===== src/rtl/wdq_pkg.sv =====
package wdq_pkg;
    typedef enum logic [1:0] {
        CMD_HOLD    = 2'd0,
        CMD_ADVANCE = 2'd1,
        CMD_CLEAR   = 2'd2
    } wdq_cmd_e;
endpackage


===== src/rtl/wdq_event_sort.sv =====
module wdq_event_sort
    import wdq_pkg::*;
(
    input  logic     wd_rst_n,
    input  logic     supply_fail,
    input  logic     locked,
    input  logic     svc_ok,
    input  logic     svc_early,
    input  logic     wd_timeout,
    output wdq_cmd_e cmd
);
    // Faults and resets dominate; a good service counts only when unlocked.
    always_comb begin
        if (!wd_rst_n || supply_fail || svc_early || wd_timeout) begin
            cmd = CMD_CLEAR;
        end else if (svc_ok && !locked) begin
            cmd = CMD_ADVANCE;
        end else begin
            cmd = CMD_HOLD;
        end
    end
endmodule


===== src/rtl/wdq_lockout.sv =====
module wdq_lockout (
    input  logic clk,
    input  logic rst_n,
    input  logic wd_rst_n,
    input  logic supply_fail,
    output logic locked
);
    typedef struct packed {
        logic lock;
    } lock_state_t;

    lock_state_t state_d, state_q;

    always_comb begin
        state_d = state_q;
        if (supply_fail) begin
            state_d.lock = 1'b1;
        end else if (!wd_rst_n) begin
            state_d.lock = 1'b0;
        end
    end

    always_ff @(posedge clk or negedge rst_n) begin
        if (!rst_n) begin
            state_q <= '0;
        end else begin
            state_q <= state_d;
        end
    end

    assign locked = state_q.lock;
endmodule


===== src/rtl/wdq_streak_ctr.sv =====
module wdq_streak_ctr
    import wdq_pkg::*;
#(
    parameter int REQ_SERVICES = 3,
    localparam int CNT_W = $clog2(REQ_SERVICES + 1)
) (
    input  logic     clk,
    input  logic     rst_n,
    input  wdq_cmd_e cmd,
    output logic     granted
);
    localparam logic [CNT_W-1:0] LAST_STEP = CNT_W'(REQ_SERVICES - 1);
    localparam logic [CNT_W-1:0] FULL      = CNT_W'(REQ_SERVICES);

    typedef struct packed {
        logic [CNT_W-1:0] count;
        logic             grant;
    } streak_state_t;

    streak_state_t state_d, state_q;

    always_comb begin
        state_d = state_q;
        unique case (cmd)
            CMD_CLEAR: begin
                state_d.count = '0;
                state_d.grant = 1'b0;
            end
            CMD_ADVANCE: begin
                if (!state_q.grant) begin
                    if (state_q.count == LAST_STEP) begin
                        state_d.count = FULL;
                        state_d.grant = 1'b1;
                    end else begin
                        state_d.count = state_q.count + 1'b1;
                    end
                end
            end
            default: begin
                state_d = state_q;
            end
        endcase
    end

    always_ff @(posedge clk or negedge rst_n) begin
        if (!rst_n) begin
            state_q <= '0;
        end else begin
            state_q <= state_d;
        end
    end

    assign granted = state_q.grant;
endmodule


===== src/rtl/wdq_enable_gate.sv =====
module wdq_enable_gate
    import wdq_pkg::*;
#(
    parameter int REQ_SERVICES = 3
) (
    input  logic clk,
    input  logic rst_n,
    input  logic wd_rst_n,
    input  logic supply_fail,
    input  logic svc_ok,
    input  logic svc_early,
    input  logic wd_timeout,
    output logic en_n
);
    wdq_cmd_e cmd;
    logic     lock_q;
    logic     granted;

    wdq_lockout u_lock (
        .clk         (clk),
        .rst_n       (rst_n),
        .wd_rst_n    (wd_rst_n),
        .supply_fail (supply_fail),
        .locked      (lock_q)
    );

    wdq_event_sort u_sort (
        .wd_rst_n    (wd_rst_n),
        .supply_fail (supply_fail),
        .locked      (lock_q),
        .svc_ok      (svc_ok),
        .svc_early   (svc_early),
        .wd_timeout  (wd_timeout),
        .cmd         (cmd)
    );

    wdq_streak_ctr #(
        .REQ_SERVICES (REQ_SERVICES)
    ) u_ctr (
        .clk     (clk),
        .rst_n   (rst_n),
        .cmd     (cmd),
        .granted (granted)
    );

    // Reset and supply fault veto enable without waiting for a clock edge.
    assign en_n = !(granted && wd_rst_n && !supply_fail);
endmodule


===== config.mk =====
export PLATFORM = sky130hd
export DESIGN_NAME = wdq_enable_gate
export DESIGN_NICKNAME = d
export VERILOG_FILES = /design/src/rtl/wdq_pkg.sv /design/src/rtl/wdq_event_sort.sv /design/src/rtl/wdq_lockout.sv /design/src/rtl/wdq_streak_ctr.sv /design/src/rtl/wdq_enable_gate.sv
export SDC_FILE = /design/constraint.sdc
export NUM_CORES = 1
export LEC_CHECK = 0
export ABC_AREA = 1
export BUFFER_PORTS_ARGS = -buffer_cell sky130_fd_sc_hd__buf_2
export CORE_AREA = 2 2 39 41
export CTS_CLUSTER_DIAMETER = 50
export DETAILED_ROUTE_END_ITERATION = 7
export DIE_AREA = 0 0 41 43
export PLACE_DENSITY = 0.37
export SLEW_MARGIN = 30
export SYNTH_ARGS = -nofsm -noshare
export SYNTH_HDL_FRONTEND = slang
export SYNTH_SLANG_ARGS = --single-unit

===== constraint.sdc =====
create_clock -name clk -period 1.62 [get_ports clk]
set_clock_uncertainty 0.2 [all_clocks]
set_input_delay 0.081 -clock clk [delete_from_list [all_inputs] [get_ports clk]]
set_output_delay 0.081 -clock clk [all_outputs]
set_load 0.02 [all_outputs]

## Word level (Yosys, flattened, before mapping)

Cells that the tools add are included.

- Add/subtract/negate cells: 1
- Equal/unequal tests: 5
- Muxes and demuxes: 8
- Reductions and logical operators: 12

Operators by type and width:

| cell | number |
|---|---|
| $pmux W3 S2 | 1 |
| $eq A2 B2 Y1 const B | 2 |
| $logic_not A1 Y1 | 4 |
| $mux W1 | 4 |
| $mux W2 | 2 |
| $logic_and A1 B1 Y1 | 3 |
| $logic_or A1 B1 Y1 | 3 |
| $mux W3 | 1 |
| $add A2 B1 Y2 const B | 1 |
| $eq A2 B1 Y1 const B | 1 |
| $ne A2 B1 Y1 const B | 1 |
| $ne A2 B2 Y1 const B | 1 |
| $reduce_and A2 Y1 | 1 |
| $reduce_bool A2 Y1 | 1 |

- Bits in registers: 4
- Bits of input ports: 7
- Output and inout port bits: 1
- Word-level logic and storage cells: 29

## Logic depth before layout (Yosys ltp)

Gate-level depths: netlist of the first run.

- Depth in word-level cells: 8
- Depth in mapped cells: 6
- Gate-level depth less buffers: 6

## Hierarchy

From an unflattened synthesis of the first run, not the netlist that was laid out.

- Cells, all modules: 37
- Area total of the unflattened synthesis: 274.0 µm²

By module, submodules not included:

| module | times used | cells each | area an instance (µm²) | seq. area each (µm²) |
|---|---|---|---|---|
| wdq_streak_ctr | 1 | 24 | 187.7 | 75.1 |
| wdq_event_sort | 1 | 7 | 36.3 | 0.0 |
| wdq_lockout | 1 | 4 | 36.3 | 25.0 |
| wdq_enable_gate | 1 | 2 | 13.8 | 0.0 |

## Worst setup path after synthesis of the first run

No wires, ideal clock.

- Path type: reg2reg
- Start: register u_ctr.state_q[1] (netlist name)
- End: register u_ctr.state_q[2] (netlist name)
- Library setup time: 0.065 ns
- Arrival time: 0.858 ns
- Required time: 1.355 ns
- Path slack: 0.497 ns
- Stages on the path, launching flop included: 6
- Path buffers: 0
- Clock period less this slack: 1.123 ns
- Cells stage by stage: dfrtp_1 -> inv_1 -> ha_1 -> nor2_1 -> nand3_1 -> nand2_1

- Word-level cells in the longest chain between the ends: 4
- Elaborated cells between the ends (all ways): 5
- Classes of those cells: 1 x add/sub; 1 x eq/ne; 3 x mux

RTL lines:

| element | line | RTL |
|---|---|---|
| from (decl) | wdq_streak_ctr.sv:20 | `streak_state_t state_d, state_q;` |
| from (signal assigned) | wdq_streak_ctr.sv:49 | `state_q <= state_d;` |
| $add A2 B1 Y2 or $eq A2 B2 Y1 (tied branches) | wdq_streak_ctr.sv:35, wdq_streak_ctr.sv:31 |  |
| $mux W2 * | wdq_streak_ctr.sv:31 | `if (state_q.count == LAST_STEP) begin` |
| $mux W3 * | wdq_streak_ctr.sv:30 | `if (!state_q.grant) begin` |
| $pmux W3 S2 * | wdq_streak_ctr.sv:24 | `unique case (cmd)` |

Every way passes the cells marked *; elsewhere a longest branch is shown, timed or not. The select of a mux whose other input is x is not followed.
A chain may end at the register's enable or synchronous reset.

## Final worst setup path of the first run

- Start: input supply_fail
- End: output en_n

- Word-level cells in the longest chain between the ends: 3

RTL lines:

| element | line | RTL |
|---|---|---|
| from (decl) | wdq_enable_gate.sv:9 | `input logic supply_fail,` |
| $logic_not A1 Y1 | wdq_enable_gate.sv:47 | `assign en_n = !(granted && wd_rst_n && !supply_fail);` |
| $logic_and A1 B1 Y1 | wdq_enable_gate.sv:47 |  |
| $logic_not A1 Y1 | wdq_enable_gate.sv:47 |  |
| to (decl) | wdq_enable_gate.sv:13 | `output logic en_n` |

No other way between the ends.

==> run summary, run 1 <==
status = finished clean
sequential share of the synthesized area = 42.8%
Net Sw Frac = 20.5%
# diodes = 0
Die W = 41 um
Final nets = 56
Post-Place Setup Slack = 436 ps
DR iter-0 viols = 5
Slew HR = 87.2%
layout cell share with drive strength beyond 1 = 30.4%
P_sw = 51.7 uW
VDD IR max = 0.202 mV
cell count after synthesis = 32
CP Data Required Time = 1340 ps
H-tree depth = 1
Initial Utilization = 16.9%
Row Count = 14
total CTS buffers = 3
DR WL/cell = 7.63 um
Tcrit/Tclk final = 79.4%
combinational share of power = 11.9%
core area = 0.00138 mm2
dpl cells = 55
Die Area = 0.00176 mm2
PD cells = 717 mW/mm2
CTS Buffer Depth = 2
Port Buffers = 7
critical path type = in -> out
setup violators final = 0
GP Congestion = 0.596
vias per cell = 3.76
CP dominant cell by count = buf_2
total grt overflow = 0
Clk pwr share = 47.1%
Antenna Nets Post-Route = 0
Flop pwr share = 40.9%
fin. max-slew vios = 0
CP Cell Sequence = dlygate4sd3_1 -> buf_2 -> inv_2 -> nand3_1 -> buf_2
IO Pins = 8
setup ws final = 334 ps
synth warn = 0
Slowest cell on crit path = dlygate4sd3_1
post-layout minimum cycle time = 1290 ps
Syn Nets = 40
crit path capture type = output port
CTS Sinks = 4
CTS tree = built
Syn-to-layout area delta = 50.3%
Clock Latency Late Sink = 230 ps
vias in the first global route = 216
post-synthesis sequential element count = 4
Pre-antenna DRT Iters = 3
Critical Path Fanout Max = 3
Avg Inst Size Synth = 7.31 um2
Routed WL = 473 um
Max Cap Viol = 0
CTS Hold Buffers Added = 4
Post-CTS Setup Bufs = 0
leakage = 0.192 nW
Final Hold Fails = 0
initial antenna violation count = 0
cell area after synthesis = 234 um2
first-pass GRT wire length = 772 um
total global-route track usage = 7.26%
post-cts sizing count = 0
actual slew at the worst max-slew pin = 191 ps
slowest stage delay, CP = 530 ps
routed via count = 233
Die Y = 43 um
Post-Route Setup TNS = 0 ps
Post-Layout Cell Count = 62
DRC violations left = 0
Worst Hold Class = in -> reg
Worst EP arrival = 1010 ps
Unique masters post-synth = 11
Internal = 201 uW
largest net degree at the start of global routing = 6
RSZ-0062 raised after global routing = no
Worst setup SP type = primary input
Clk pin slew, worst setup/hold paths = 40 ps
FMAX = 777 MHz
clk root buf = clkbuf_4
## registers in the layout (all words and copies together) (netlist names)
| signal | cells |
|---|---|
| u_lock.locked | 1 |
| u_ctr.granted | 1 |
| u_ctr.state_q | 2 |
## stage by stage
step	util [%]	cell area (um2)	power [mW]	hold slack (ps)
4_1_cts	25.4	352	0.260	21.3
3_3_place_gp	20.9	289	0.128	-309
6_report	25.4	352	0.252	21.3
5_1_grt	25.4	352	0.267	66.7
2_1_floorplan	-	234	0.116	-415
3_5_place_dp	20.9	289	0.128	-308
## Yosys cell counts
cell type | instances | area [um2]
nor2_1 | 2 | 7.51
nor2_4 | 1 | 11.3
o21ai_1 | 1 | 5.00
inv_2 | 2 | 7.51
nand2_1 | 6 | 22.5
ha_1 | 1 | 12.5
dfrtp_1 | 4 | 100
inv_1 | 7 | 26.3
nand3_1 | 6 | 30.0
o21ai_0 | 1 | 5.00
nand2_2 | 1 | 6.26
## power groups by stage
stage	clock network [mW]	registers (mW)	logic [mW]
global placement	0	0.104	0.0233
global route	0.128	0.103	0.0352
CTS	0.126	0.103	0.0307
detailed placement	0	0.105	0.0230
finish	0.119	0.103	0.0301
floorplan	0	0.104	0.0115
## final timing paths
| check | slack (ps) | cells past startpoint | to | startpoint |
|---|---|---|---|---|
| worst max-delay path | 330 | 5 | en_n | supply_fail |
| max in group asynchronous | 500 | 3 | u_ctr.state_q[2]$_DFFE_PN0P_ | rst_n |
| worst min-delay path | 20 | 6 | u_ctr.granted$_DFFE_PN0P_ | wd_timeout |
| worst min register to register | 320 | 2 | u_ctr.state_q[2]$_DFFE_PN0P_ | u_ctr.state_q[2]$_DFFE_PN0P_ |
| worst max register to register | 440 | 5 | u_ctr.state_q[2]$_DFFE_PN0P_ | u_ctr.state_q[1]$_DFFE_PN0P_ |
| min in group asynchronous | 550 | 3 | u_ctr.granted$_DFFE_PN0P_ | rst_n |
## layout by cell type (no fill, tap or decap)
| cell type | count |
|---|---|
| o21ai_1 | 1 |
| clkbuf_4 | 3 |
| nand2_2 | 1 |
| buf_2 | 7 |
| dlygate4sd3_1 | 4 |
| inv_1 | 7 |
| nor2_4 | 1 |
| o21ai_0 | 1 |
| inv_2 | 2 |
| dfrtp_1 | 4 |
| nand3_1 | 6 |
| nor2_1 | 2 |
| nand2_1 | 6 |
| ha_1 | 1 |
## worst max-delay path: cells and delay by family
family / cells / cell delay (ps)
buf+inv: 4 / 860
simple gates: 1 / 60
## logic make-up after synthesis
kind of cell               after synthesis  synth area share (%)
adders and majority gates                1                  5.35
DFF                                      4                  42.8
AOI/OAI and AO/OA                        2                  4.27
buffers and inverters                    9                  14.4
and+or+nand+nor                         16                  33.2
## cell type report
type / count / area [um2]
clock buffers: 3 / 22.5
multi-input cells: 19 / 100
well taps: 16 / 20.0
repair buffers: 11 / 75.1
flip-flops and latches: 4 / 100
fillers: 160 / 1030
inverters: 9 / 33.8
## layer usage
metal / vias to the layer above / GRT usage, % / part of all wire (%)
met5: - / 0 / 0
met4: 0 / 8.00 / 1.9
met3: 2 / 4.71 / 9.1
met2: 7 / 10.0 / 47
met1: 98 / 6.19 / 42
li1: 126 / - / -
No activity file was read; power rests on OpenSTA's default activity.
==> run 2, diff against run 1 <==
Clock period 1.62 ns to 1.2 ns, I/O delays scaled along.
==> run summary, run 2 (same netlist as run 1, synthesis figures left out) <==
Final Hold Fails = 2
setup violators final = 0
GP Congestion = 0.703
Worst Hold Class = in -> reg
post-cts sizing count = 0
Post-Layout Cell Count = 64
CTS Sinks = 4
total CTS buffers = 3
Post-CTS Setup Bufs = 0
crit path launch = u_ctr.state_q[1]$_DFFE_PN0P_
RSZ-0062 raised after global routing = yes
crit path capture type = flop
dpl cells = 56
Reg area = 100 um2
P_sw = 73.8 uW
Clk pin slew, worst setup/hold paths = 40 ps
Routed WL = 501 um
filler cell count = 163
total grt overflow = 0
critical path type = reg -> reg
post-layout minimum cycle time = 1160 ps
status = complete, but fails checks
VDD IR max = 0.543 mV
Clock Latency Late Sink = 230 ps
Hold Path Depth = 3
Clk pwr share = 47.3%
routed via count = 238
failing checks = negative hold slack
initial antenna violation count = 0
R2R depth = 5
Net Sw Frac = 21.2%
leakage = 0.202 nW
Worst path depth = 5
Final nets = 58
DR WL/cell = 7.83 um
vias in the first global route = 226
FMAX = 861 MHz
DR iter-0 viols = 3
DRC violations left = 0
worst setup path end = u_ctr.state_q[2]$_DFFE_PN0P_
Tcrit/Tclk final = 96.8%
largest net degree at the start of global routing = 6
DP Wirelength = 372 um
total global-route track usage = 7.55%
Hold WS = -147 ps
Flop pwr share = 40.2%
Pre-antenna DRT Iters = 4
Slew HR = 86.7%
vias per cell = 3.72
layout cell share with drive strength beyond 1 = 31.3%
Port Buffers = 7
worst reg2reg startpoint = u_ctr.state_q[1]$_DFFE_PN0P_
first-pass GRT wire length = 841 um
commonest cells after routing, fill and taps aside = inv_1 (7), buf_2 (7), nand3_1 (6), nand2_1 (6), dlygate4sd3_1 (5)
# diodes = 0
CP Data Required Time = 1170 ps
Initial Utilization = 16.9%
CTS Buffer Depth = 2
CTS Hold Buffers Added = 5
PD cells = 941 mW/mm2
Reg2Reg Capture Point = u_ctr.state_q[2]$_DFFE_PN0P_
H-tree depth = 1
r2r setup slk = 40 ps
hold path startpoint = supply_fail
Internal = 273 uW
actual slew at the worst max-slew pin = 199 ps
Top delay family on crit path = flip-flops
Die W = 41 um
core area = 0.00138 mm2
Slowest cell on crit path = dfrtp_1
clk root buf = clkbuf_4
Syn-to-layout area delta = 57.8%
max reg flops = 2
Worst EP arrival = 1130 ps
Die Y = 43 um
Antenna Nets Post-Route = 0
Row Count = 14
Worst setup SP type = flop
CP Cell Sequence = inv_1 -> ha_1 -> nor2_1 -> nand3_1 -> nand2_1
Max Cap Viol = 0
fin. max-slew vios = 0
Die Area = 0.00176 mm2
largest register by flop count = u_ctr.state_q
IO Pins = 8
Bufs and invs on worst path = 1
slowest stage delay, CP = 340 ps
Critical Path Fanout Max = 2
CTS tree = built
combinational share of power = 12.5%
area taken by multi-input logic gates = 100 um2
run 2: area by class of cell:
cell class / instances / share of cell area (%)
Clock buffer: 3 / 6.10
Inverter: 9 / 9.15
Multi-Input combinational cell: 19 / 27.1
Sequential cell: 4 / 27.1
Tap cell: 16 / 5.42
Timing Repair Buffer: 13 / 25.1
run 2: stage by stage:
stage,worst slack [ps],utilization (%),instance area [um2],TNS [ps],power (mW)
after detailed placement,36.3,21.4,297,0,0.172
after global routing,-41.2,26.7,369,-88.4,0.371
after CTS,18.4,26.7,369,0,0.357
final,38.9,26.7,369,0,0.347
after global placement,29.7,21.4,297,0,0.173
after floorplan,77.2,-,234,0,0.157
run 2: layer usage:
layer  global-route usage [%]  part of all wire [%]  up-vias  wire length, um
li1                         -                     -      130                -
met1                     9.09                    46       99              231
met2                     9.06                    41        9              206
met3                     6.28                    13        0               63
met4                     4.00                     0        0                0
met5                        0                     0        -                0
run 2: worst register-to-register path, stage by stage (launching register included):
cell and delay [ps]:
dfrtp_1 340, inv_1 50, ha_1 280, nor2_1 80, nand3_1 80, nand2_1 70
run 2: how the worst min path moves through the flow:
stage,slack [ps],end
after floorplan,-440,u_ctr.granted$_DFFE_PN0P_
after global placement,-330,u_ctr.granted$_DFFE_PN0P_
after detailed placement,-330,u_ctr.granted$_DFFE_PN0P_
after CTS,-140,u_lock.locked$_DFFE_PN0P_
after global routing,-120,u_lock.locked$_DFFE_PN0P_
final,-150,u_lock.locked$_DFFE_PN0P_
run 2: power groups by stage:
stage / Sequential, mW / Clock, mW / Combinational, mW
finish: 0.139 / 0.164 / 0.0436
global route: 0.140 / 0.182 / 0.0498
CTS: 0.139 / 0.174 / 0.0442
detailed placement: 0.141 / 0 / 0.0314
global placement: 0.141 / 0 / 0.0325
floorplan: 0.141 / 0 / 0.0156
